==> config.mk <==
export PLATFORM = sky130hd
export DESIGN_NAME = shared_pin_router
export DESIGN_NICKNAME = d
export VERILOG_FILES = /design/src/rtl/pinmux_pkg.sv /design/src/rtl/pinmux_ctrl.sv /design/src/rtl/pinmux_path.sv /design/src/rtl/shared_pin_router.sv
export SDC_FILE = /design/constraint.sdc
export NUM_CORES = 1
export LEC_CHECK = 0
export BUFFER_PORTS_ARGS = -buffer_cell sky130_fd_sc_hd__buf_2
export CORE_AREA = 2 2 39 41
export CTS_BUF_LIST = sky130_fd_sc_hd__clkbuf_16
export CTS_CLUSTER_SIZE = 40
export DETAILED_ROUTE_END_ITERATION = 10
export DIE_AREA = 0 0 41 43
export GPL_ROUTABILITY_DRIVEN = 1
export HOLD_SLACK_MARGIN = 0.06
export PLACE_DENSITY = 0.32
export SLEW_MARGIN = 20
export SYNTH_ARGS = -nofsm -noshare
export SYNTH_HDL_FRONTEND = slang
export SYNTH_SLANG_ARGS = --single-unit
==> constraint.sdc <==
create_clock -name clk -period 2 [get_ports clk]
set_clock_uncertainty 0.2 [all_clocks]
set_input_delay 0.6 -clock clk [delete_from_list [all_inputs] [get_ports clk]]
set_output_delay 0.6 -clock clk [all_outputs]
set_load 0.01 [all_outputs]
==> src/rtl/pinmux_pkg.sv <==
package pinmux_pkg;

  typedef enum logic [1:0] {
    OWN_CTL1  = 2'd0,
    OWN_IRQ   = 2'd1,
    OWN_CDSEL = 2'd2,
    OWN_VOLDN = 2'd3
  } ownerB_e;

  typedef struct packed {
    logic selAddr2;
    logic bDrive;
    logic bSrcCd;
    logic bToVol;
    logic bToIrq;
  } pinStrobes_t;

endpackage

==> src/rtl/pinmux_ctrl.sv <==
module pinmux_ctrl
  import pinmux_pkg::*;
(
  input  logic        clk,
  input  logic        rstN,
  input  logic        cfgAddr2En,
  input  logic        cfgVolEn,
  input  logic        cfgCdSelEn,
  input  logic        strapIowLevel,
  output pinStrobes_t strobes
);

  logic    strapDone;
  logic    strapPd;
  ownerB_e ownerB;

  // single capture after reset release
  always_ff @(posedge clk or negedge rstN) begin
    if (!rstN) begin
      strapDone <= 1'b0;
      strapPd   <= 1'b0;
    end else if (!strapDone) begin
      strapDone <= 1'b1;
      strapPd   <= ~strapIowLevel;
    end
  end

  // fixed precedence for pin B
  always_comb begin
    if (cfgVolEn)        ownerB = OWN_VOLDN;
    else if (cfgCdSelEn) ownerB = OWN_CDSEL;
    else if (strapPd)    ownerB = OWN_IRQ;
    else                 ownerB = OWN_CTL1;
  end

  always_comb begin
    strobes.selAddr2 = cfgAddr2En;
    strobes.bDrive   = (ownerB == OWN_CDSEL) || (ownerB == OWN_CTL1);
    strobes.bSrcCd   = (ownerB == OWN_CDSEL);
    strobes.bToVol   = (ownerB == OWN_VOLDN);
    strobes.bToIrq   = (ownerB == OWN_IRQ);
  end


  strap_hold_chk: assert property (@(posedge clk) disable iff (!rstN)
    $past(strapDone) |-> $stable(strapPd));


  vol_priority_chk: assert property (@(posedge clk) disable iff (!rstN)
    strobes.bToVol |-> !strobes.bDrive && !strobes.bToIrq);

endmodule

==> src/rtl/pinmux_path.sv <==
module pinmux_path
  import pinmux_pkg::*;
#(
  parameter int SYNC_STAGES = 2
) (
  input  logic        clk,
  input  logic        rstN,
  input  pinStrobes_t strobes,
  input  logic        ctl0Out,
  input  logic        addr2Out,
  input  logic        ctl1Out,
  input  logic        cdSelOut,
  input  logic        padBIn,
  output logic        padAOut,
  output logic        padAOe,
  output logic        padBOut,
  output logic        padBOe,
  output logic        volDownIn,
  output logic        synthIrqIn
);

  localparam int LAST = SYNC_STAGES - 1;

  logic [SYNC_STAGES-1:0] syncQ;

  always_ff @(posedge clk or negedge rstN) begin
    if (!rstN) syncQ[0] <= 1'b0;
    else       syncQ[0] <= padBIn;
  end

  for (genvar i = 1; i < SYNC_STAGES; i++) begin : g_sync
    always_ff @(posedge clk or negedge rstN) begin
      if (!rstN) syncQ[i] <= 1'b0;
      else       syncQ[i] <= syncQ[i-1];
    end
  end

  always_comb begin
    padAOe     = 1'b1;
    padAOut    = strobes.selAddr2 ? addr2Out : ctl0Out;
    padBOe     = strobes.bDrive;
    padBOut    = strobes.bDrive ? (strobes.bSrcCd ? cdSelOut : ctl1Out) : 1'b0;
    volDownIn  = strobes.bToVol & syncQ[LAST];
    synthIrqIn = strobes.bToIrq & syncQ[LAST];
  end


  pin_a_route_chk: assert property (@(posedge clk) disable iff (!rstN)
    strobes.selAddr2 |-> padAOut == addr2Out);


  vol_input_chk: assert property (@(posedge clk) disable iff (!rstN)
    strobes.bToVol |-> !padBOe && !padBOut);


  cd_drive_chk: assert property (@(posedge clk) disable iff (!rstN)
    strobes.bSrcCd |-> padBOe && padBOut == cdSelOut);


  sync_depth_chk: assert property (@(posedge clk) disable iff (!rstN)
    strobes.bToVol |-> volDownIn == $past(syncQ[LAST-1]));

endmodule

==> src/rtl/shared_pin_router.sv <==
module shared_pin_router
  import pinmux_pkg::*;
#(
  parameter int SYNC_STAGES = 2
) (
  input  logic clk,
  input  logic rstN,
  input  logic cfgAddr2En,
  input  logic cfgVolEn,
  input  logic cfgCdSelEn,
  input  logic strapIowLevel,
  input  logic ctl0Out,
  input  logic addr2Out,
  input  logic ctl1Out,
  input  logic cdSelOut,
  input  logic padBIn,
  output logic padAOut,
  output logic padAOe,
  output logic padBOut,
  output logic padBOe,
  output logic volDownIn,
  output logic synthIrqIn
);

  pinStrobes_t strobes;

  pinmux_ctrl u_ctrl (
    .clk           (clk),
    .rstN          (rstN),
    .cfgAddr2En    (cfgAddr2En),
    .cfgVolEn      (cfgVolEn),
    .cfgCdSelEn    (cfgCdSelEn),
    .strapIowLevel (strapIowLevel),
    .strobes       (strobes)
  );

  pinmux_path #(.SYNC_STAGES(SYNC_STAGES)) u_path (
    .clk        (clk),
    .rstN       (rstN),
    .strobes    (strobes),
    .ctl0Out    (ctl0Out),
    .addr2Out   (addr2Out),
    .ctl1Out    (ctl1Out),
    .cdSelOut   (cdSelOut),
    .padBIn     (padBIn),
    .padAOut    (padAOut),
    .padAOe     (padAOe),
    .padBOut    (padBOut),
    .padBOe     (padBOe),
    .volDownIn  (volDownIn),
    .synthIrqIn (synthIrqIn)
  );

endmodule

Word-level counts from Yosys, hierarchy flattened
Cells that the tools add are included.
{ "op_classes": {"eq_ne": 3, "n_mux": 6, "n_bitwise": 3, "reduce_logical": 2} }
{ "ops": {"columns": ["operator", "n"], "rows": [
  ["2-bit equality test, second input constant", 2],
  ["1-bit two-way mux", 4],
  ["2-bit two-way mux", 2],
  ["1-bit AND", 2],
  ["2-bit by 1-bit equality test with 1-bit output, second input constant", 1],
  ["2-bit zero test", 1],
  ["1-bit logical OR", 1],
  ["1-bit inverter", 1]
]} }
{ "totals": {"reg_bits": 4, "input_bits": 11, "output_inout_bits": 6, "wordCells": 18} }

Depth between registers and ports, before layout
Gate-level depths: netlist (run 1).
{ "logic_depth": {"depth_word": 6, "ltp_mapped": 2, "mapped_depth_nobuf": 2} }

Cells and area by module
A second synthesis (run 1) with hierarchy kept.
{ "hier_totals": {"cells_unflattened": 21, "area_unflattened_um2": 211.5} }
{ "by_module_without_submodules": {"columns": ["mod", "instances", "cells_each", "area_per_inst_um2", "seq_area_each_um2"], "rows": [
  ["pinmux_path", 1, 10, 112.6, 50.0],
  ["pinmux_ctrl", 1, 11, 98.8, 50.0]
]} }

Worst setup path after synthesis (run 1)
Ideal clock, no wire load.
{ "synth_timing": {"path_type": "input -> output", "from": "input port cfgCdSelEn", "to": "output port padBOut", "arrival_time_ns": 1.172, "required_ns": 1.200, "slack_ns": 0.028, "cell_stages": 2, "n_path_buf": 0, "cell_sequence": "or3b_1 -> a21oi_1"} }
{ "synth_via": {"elab_chain_len": 5, "elab_cells_between_ends": 7, "cone_classes": "eq/ne (1); mux (4); reduce/logical (2)"} }
{ "synth_rtl": {"columns": ["item", "line_no", "text"], "rows": [
  ["start: declaration", "shared_pin_router.sv:10", "input logic cfgCdSelEn,"],
  ["2-bit two-way mux *", "pinmux_ctrl.sv:31", "else if (cfgCdSelEn) ownerB = OWN_CDSEL;"],
  ["2-bit two-way mux *", "pinmux_ctrl.sv:30", "if (cfgVolEn) ownerB = OWN_VOLDN;"],
  ["2-bit equality test or 2-bit zero test (tied branches)", "pinmux_ctrl.sv:38, pinmux_ctrl.sv:39", null],
  ["1-bit two-way mux or 1-bit logical OR (tied branches)", "pinmux_path.sv:42, pinmux_ctrl.sv:38", null],
  ["1-bit two-way mux *", "pinmux_path.sv:42", "padBOut = strobes.bDrive ? (strobes.bSrcCd ? cdSelOut : ctl1Out) : 1'b0;"],
  ["end: declaration", "shared_pin_router.sv:19", "output logic padBOut,"]
]} }
Every way passes the cells marked *; elsewhere a longest branch is shown, timed or not.

Worst setup path in the final report (run 1)
Same ends and word-level chain as after synthesis.

==> run summary, run 1 <==
Num CTS Buffers = 3
Max Fanout on Critical Path = 2
Max clock buf depth = 2
Maximum capacitance violations = 0
Tmin final = 2.12 ns
Final period utilization = 106%
Sink Count = 4
Final Hold Viols = 0
Total gr overflow = 0
CP arrival = 1.32 ns
Slew Limit Fails = 0
Worst Hold Class = flop to flop
Io pins = 17
Post-DP HPWL = 356 µm
Final core utilization = 28.8%
Failing checks = negative setup slack
Largest net degree at the start of global routing = 5
CP Capture Type = primary output
Nets@finish = 51
Full die area = 0.00176 mm²
Met2 Wirelength = 245 µm
Final WS setup = -0.119 ns
Routed WL = 494 µm
Peak VDD IR = 0.467 mV
Htree depth = 1
Syn-to-layout area delta = 129%
CP Data Required Time = 1.20 ns
GPL Wtd Cong = 0.464
CP max stage delay = 0.36 ns
WHS = 0.146 ns
ANT cells = 0
Vias in the first global route = 219
Global-route wire length before repair = 738 µm
Initial antenna violation count = 0
YS warnings = 0
Crit path launch type = primary input
# rows = 14
Mapped Cells = 16
Final ANT Viol Nets = 0
CTS tree = built
Chip height = 43 µm
Most common cell after layout, fill and taps aside = buf_2
Avg WL per Cell = 9.15 µm
Routed wl met3 = 72 µm
Via/cell ratio = 3.70
Leak Pwr = 0.203 nW
Number of distinct library cells after synthesis = 11
Core area = 0.00138 mm²
Chip width = 41 µm
Netlist Area Pre-Place = 174 µm²
Clk slew on worst S/H paths = 0.03 ns
Worst-Skew Late Latency = 0.22 ns
Metal-1 WL = 175 µm
Clk Tree Root Cell = clkbuf_16
Layout cells sized above 1 = 68.4%
Setup Crit Path Kind = primary input to primary output
Pwr dens = 1100 mW/mm²
Initial core utilization = 12.6%
DR DRC count = 0
Fin cells = 54
Run status = complete, but fails checks
GRT Resource Usage Total = 6.85%
Register area share after synthesis = 57.6%
Unrepaired setup endpoints after global routing = yes
Final setup violation count = 2
IO Port Bufs = 15
Slowest CP cell = or3b_4
Max Fclk = 0.472 GHz
#FFs+latches synth = 4
Crit-path cells = buf_6, or3b_4, a21oi_2, buf_2
Number of DRC markers in iteration 0 = 2
Placed insts = 48
First-pass iteration count of the detailed router = 2
Top routing layer in use = met3
Via count = 200
Most frequent cells in the layout = buf_2, dfrtp_1, clkbuf_16
Mean Syn Cell Area = 10.9 µm²
[area by class of cell]
type                            instances  area, µm²
Inverter                                1       3.75
Clock buffer                            3       75.1
Timing Repair Buffer                   19        118
Tap cell                               16       20.0
Fill cell                             158        985
Multi-Input combinational cell         11       82.6
Sequential cell                         4        100
[per-layer routing]
| layer | up-vias | track usage, % |
|---|---|---|
| met5 | - | 0 |
| met3 | 0 | 4.71 |
| met1 | 90 | 4.87 |
| met2 | 16 | 10.9 |
| met4 | 0 | 6.00 |
| li1 | 94 | - |
[power by group]
group,total (W),switching (W),internal (W)
logic,0.0000441,0.0000180,0.0000261
clock network,0.000307,0.0000521,0.000255
registers,0.0000892,0.00000271,0.0000865
[kinds of logic after synthesis]
kind of cell / count (synthesis) / synth area share, %
buffers and inverters: 2 / 6.47
muxes: 1 / 6.47
and+or+nand+nor: 5 / 18.7
AOI/OAI and AO/OA: 3 / 8.63
other: 1 / 2.16
DFF: 4 / 57.6
[sequential cells by signal, indices dropped and copies added, names as in the netlist]
name	flops
u_ctrl.strapPd	1
u_path.syncQ	2
u_ctrl.strapDone	1
[cells in the mapped netlist (all sizes together)]
cell type / number / area, µm²
mux2: 1 / 11.3
a21oi: 2 / 10.0
nor4bb: 1 / 10.0
or3b: 1 / 8.76
o21ai: 1 / 5.00
conb: 1 / 3.75
and2: 1 / 6.26
buf: 1 / 7.51
dfrtp: 4 / 100
inv: 1 / 3.75
nand2: 2 / 7.51
[repair_timing]
item / 4_1_cts / 5_1_grt
setup endpoints to repair: 2 / 3
buffers inserted: 1 / 1
pin swaps: 2 / 1
endpoints found under the hold margin: 4 / 0
hold buffers: 1 / 0
gates resized for setup: 3 / 3
[per-stage QoR]
stage	power [W]	setup TNS, ns	instance area [µm²]	setup slack, ns
after floorplan	0.000103	0	178	0.0283
after global placement	0.000121	-0.139	273	-0.107
after detailed placement	0.000122	-0.199	273	-0.112
after CTS	0.000442	-0.132	382	-0.0916
after global routing	0.000462	-0.179	399	-0.127
final	0.000440	-0.136	399	-0.119
[final timing paths]
kind                                                  from  depth (start not counted)                    endpoint  slack (ns)
worst max-delay path                            cfgCdSelEn                          4                     padBOut       -0.12
worst min-delay path             u_path.syncQ[0]$_DFF_PN0_                          0   u_path.syncQ[1]$_DFF_PN0_        0.15
worst max register to register  u_ctrl.strapPd$_DFFE_PN0N_                          2  u_ctrl.strapPd$_DFFE_PN0N_        1.16
worst min register to register   u_path.syncQ[0]$_DFF_PN0_                          0   u_path.syncQ[1]$_DFF_PN0_        0.15
max in group asynchronous                             rstN                          2  u_ctrl.strapPd$_DFFE_PN0N_        0.96
min in group asynchronous                             rstN                          2   u_path.syncQ[1]$_DFF_PN0_        0.52
[worst max-delay path, delay by kind of cell]
kind,cells,cell delay [ns]
AOI/OAI and AO/OA,1,0.12
buffers and inverters,2,0.23
and+or+nand+nor,1,0.36
No activity file was read; power rests on OpenSTA's default activity.
==> run 2, diff against run 1 <==
Settings changed: CORE_AREA 2 2 39 41 to 4 4 41 43, DIE_AREA 0 0 41 43 to 0 0 45 47.
==> run 2 against run 1 <==
  * The run still ends with negative setup slack left
  * Via count down 6.0%
  * Global-route usage decreased by 1.4 points
  * Worst setup slack improved by 0.024 ns
  * Critical endpoint unchanged
==> run summary, run 2 (same netlist as run 1, synthesis figures left out) <==
Buffers & Inverters on Critical Path = 2 (unchanged)
Via/cell ratio = 3.55 (-4.2%)
Final ANT Viol Nets = 0 (unchanged)
Final period utilization = 105% (-1.2 points)
Post-DP HPWL = 348 µm (-2.0%)
GRT Resource Usage Total = 5.47% (-1.4 points)
DR DRC count = 0 (unchanged)
Top Family by Delay on Critical Path = simple AND/OR/NAND/NOR gates
Final core utilization = 30.4% (+1.5 points)
Clk slew on worst S/H paths = 0.03 ns (about the same)
Tmin final = 2.10 ns (-0.0239 ns)
CP Data Required Time = 1.20 ns (about the same)
Layout cells sized above 1 = 65.8% (-2.6 points)
GPL Wtd Cong = 0.683 (+47%)
Slowest CP cell = or3b_1
Worst-Skew Late Latency = 0.22 ns (about the same)
Global-route wire length before repair = 662 µm (-10%)
Setup Crit Path Kind = primary input to primary output
Final WS setup = -0.0950 ns (+0.0239 ns)
Pwr dens = 1120 mW/mm² (+1.1%)
Slew Limit Fails = 0 (unchanged)
Htree depth = 1 (unchanged)
Failing checks = negative setup slack
Crit-path cells = buf_6, or3b_1, a21oi_2, buf_2
CP max stage delay = 0.36 ns (about the same)
Chip width = 45 µm (+9.8%)
Worst Hold Class = flop to flop
CP arrival = 1.30 ns (-0.02 ns)
Maximum capacitance violations = 0 (unchanged)
Net Sw Frac = 16.8% (+0.27 points)
Run status = complete, but fails checks
Number of DRC markers in iteration 0 = 1 (-1)
WHS = 0.141 ns (-0.00584 ns)
Via count = 188 (-6.0%)
Largest net degree at the start of global routing = 5 (unchanged)
Reg with most FFs = u_path.syncQ
Fill count = 135 (-15%)
Crit path launch type = primary input
Clk Tree Root Cell = clkbuf_16
Full die area = 0.00212 mm² (+20%)
Io pins = 17 (unchanged)
Routed WL = 475 µm (-3.8%)
Max Fanout on Critical Path = 2 (unchanged)
Nets@finish = 51 (unchanged)
Most common cell after layout, fill and taps aside = buf_2
# rows = 13 (-1)
Leak Pwr = 0.202 nW (-0.34%)
Max Fclk = 0.477 GHz (+1.1%)
Initial core utilization = 13.4% (+0.80 points)
P_sw = 0.0000741 W (+1.8%)
CP Capture Type = primary output
Core area = 0.00130 mm² (-6.0%)
ANT cells = 0 (unchanged)
Peak VDD IR = 0.522 mV (+12%)
First-pass iteration count of the detailed router = 2 (unchanged)
Max reg flops = 2 (unchanged)
Clock power share = 70.4% (+0.7 points)
Num CTS Buffers = 3 (unchanged)
Largest registers = u_path.syncQ (2), u_ctrl.strapDone (1), u_ctrl.strapPd (1)
Initial antenna violation count = 0 (unchanged)
Max clock buf depth = 2 (unchanged)
Total gr overflow = 0 (unchanged)
Final setup violation count = 2 (unchanged)
Vias in the first global route = 177 (-19%)
Unrepaired setup endpoints after global routing = yes
Most frequent cells in the layout = buf_2, dfrtp_1, clkbuf_16
Avg WL per Cell = 8.96 µm (-2.0%)
Syn-to-layout area delta = 127%
IO Port Bufs = 15 (unchanged)
Sink Count = 4 (unchanged)
Comb pwr share = 9.7% (-0.3 points)
Final Hold Viols = 0 (unchanged)
Flop pwr share = 20.0% (-0.2 points)
Internal power = 0.000367 W (-0.19%)
Chip height = 47 µm (+9.3%)
CTS tree = built
==> run 2: changes by cell type in the layout (fill, tap and decap cells not counted) <==
cell,change
or3b_1,+1
or3b_4,-1
==> run 2: power by group through the flow <==
stage / registers (W) / logic (W) / clock network [W]
finish: 0.0000881 / 0.0000426 / 0.000310
global route: 0.0000889 / 0.0000474 / 0.000326
CTS: 0.0000894 / 0.0000377 / 0.000319
detailed placement: 0.0000903 / 0.0000316 / 0
global placement: 0.0000900 / 0.0000306 / 0
floorplan: 0.0000892 / 0.0000137 / 0
==> run 2: area by class of cell <==
cell class              count  area, µm²  share of cell area, %
clock buffers               3       75.1                   19.0
multi-input cells          11       80.1                   20.3
inverters                   1       3.75                  0.949
repair buffers             19        118                   29.7
flip-flops and latches      4        100                   25.3
well taps                  15       18.8                   4.75
==> run 2: repair_timing <==
| item | CTS | global route |
|---|---|---|
| hold buffers | 1 | 0 |
| setup buffers | 1 | 1 |
| setup endpoints to repair | 2 | 3 |
| gates resized for setup | 3 | 2 |
| endpoints found under the hold margin | 4 | 0 |
| pin swaps | 2 | 1 |
==> run 2: metal layers <==
layer | global-route usage, % | wire length, µm | up-vias
met5 | 0 | 0 | -
met2 | 7.91 | 200 | 17
met1 | 3.90 | 165 | 75
met3 | 5.75 | 94 | 2
met4 | 5.26 | 14 | 0
li1 | - | - | 94
==> run 2: through the flow <==
step           total power (W)  cell area (µm²)  setup slack, ns  instances  TNS (ns)
2_1_floorplan         0.000103              178           0.0283         17         0
5_1_grt               0.000462              395           -0.141         53    -0.178
4_1_cts               0.000446              380          -0.0990         52    -0.151
6_report              0.000441              395          -0.0950         53    -0.109
3_5_place_dp          0.000122              272           -0.128         47    -0.227
3_3_place_gp          0.000121              272           -0.104         47    -0.143
==> run 2: final timing paths <==
path	from	end	slack (ns)	cells after the start
min in group asynchronous	rstN	u_path.syncQ[1]$_DFF_PN0_	0.51	2
worst min register to register	u_path.syncQ[0]$_DFF_PN0_	u_path.syncQ[1]$_DFF_PN0_	0.14	0
worst max-delay path	cfgCdSelEn	padBOut	-0.1	4
worst min-delay path	u_path.syncQ[0]$_DFF_PN0_	u_path.syncQ[1]$_DFF_PN0_	0.14	0
worst max register to register	u_ctrl.strapPd$_DFFE_PN0N_	u_ctrl.strapPd$_DFFE_PN0N_	1.05	3
max in group asynchronous	rstN	u_path.syncQ[0]$_DFF_PN0_	0.97	2
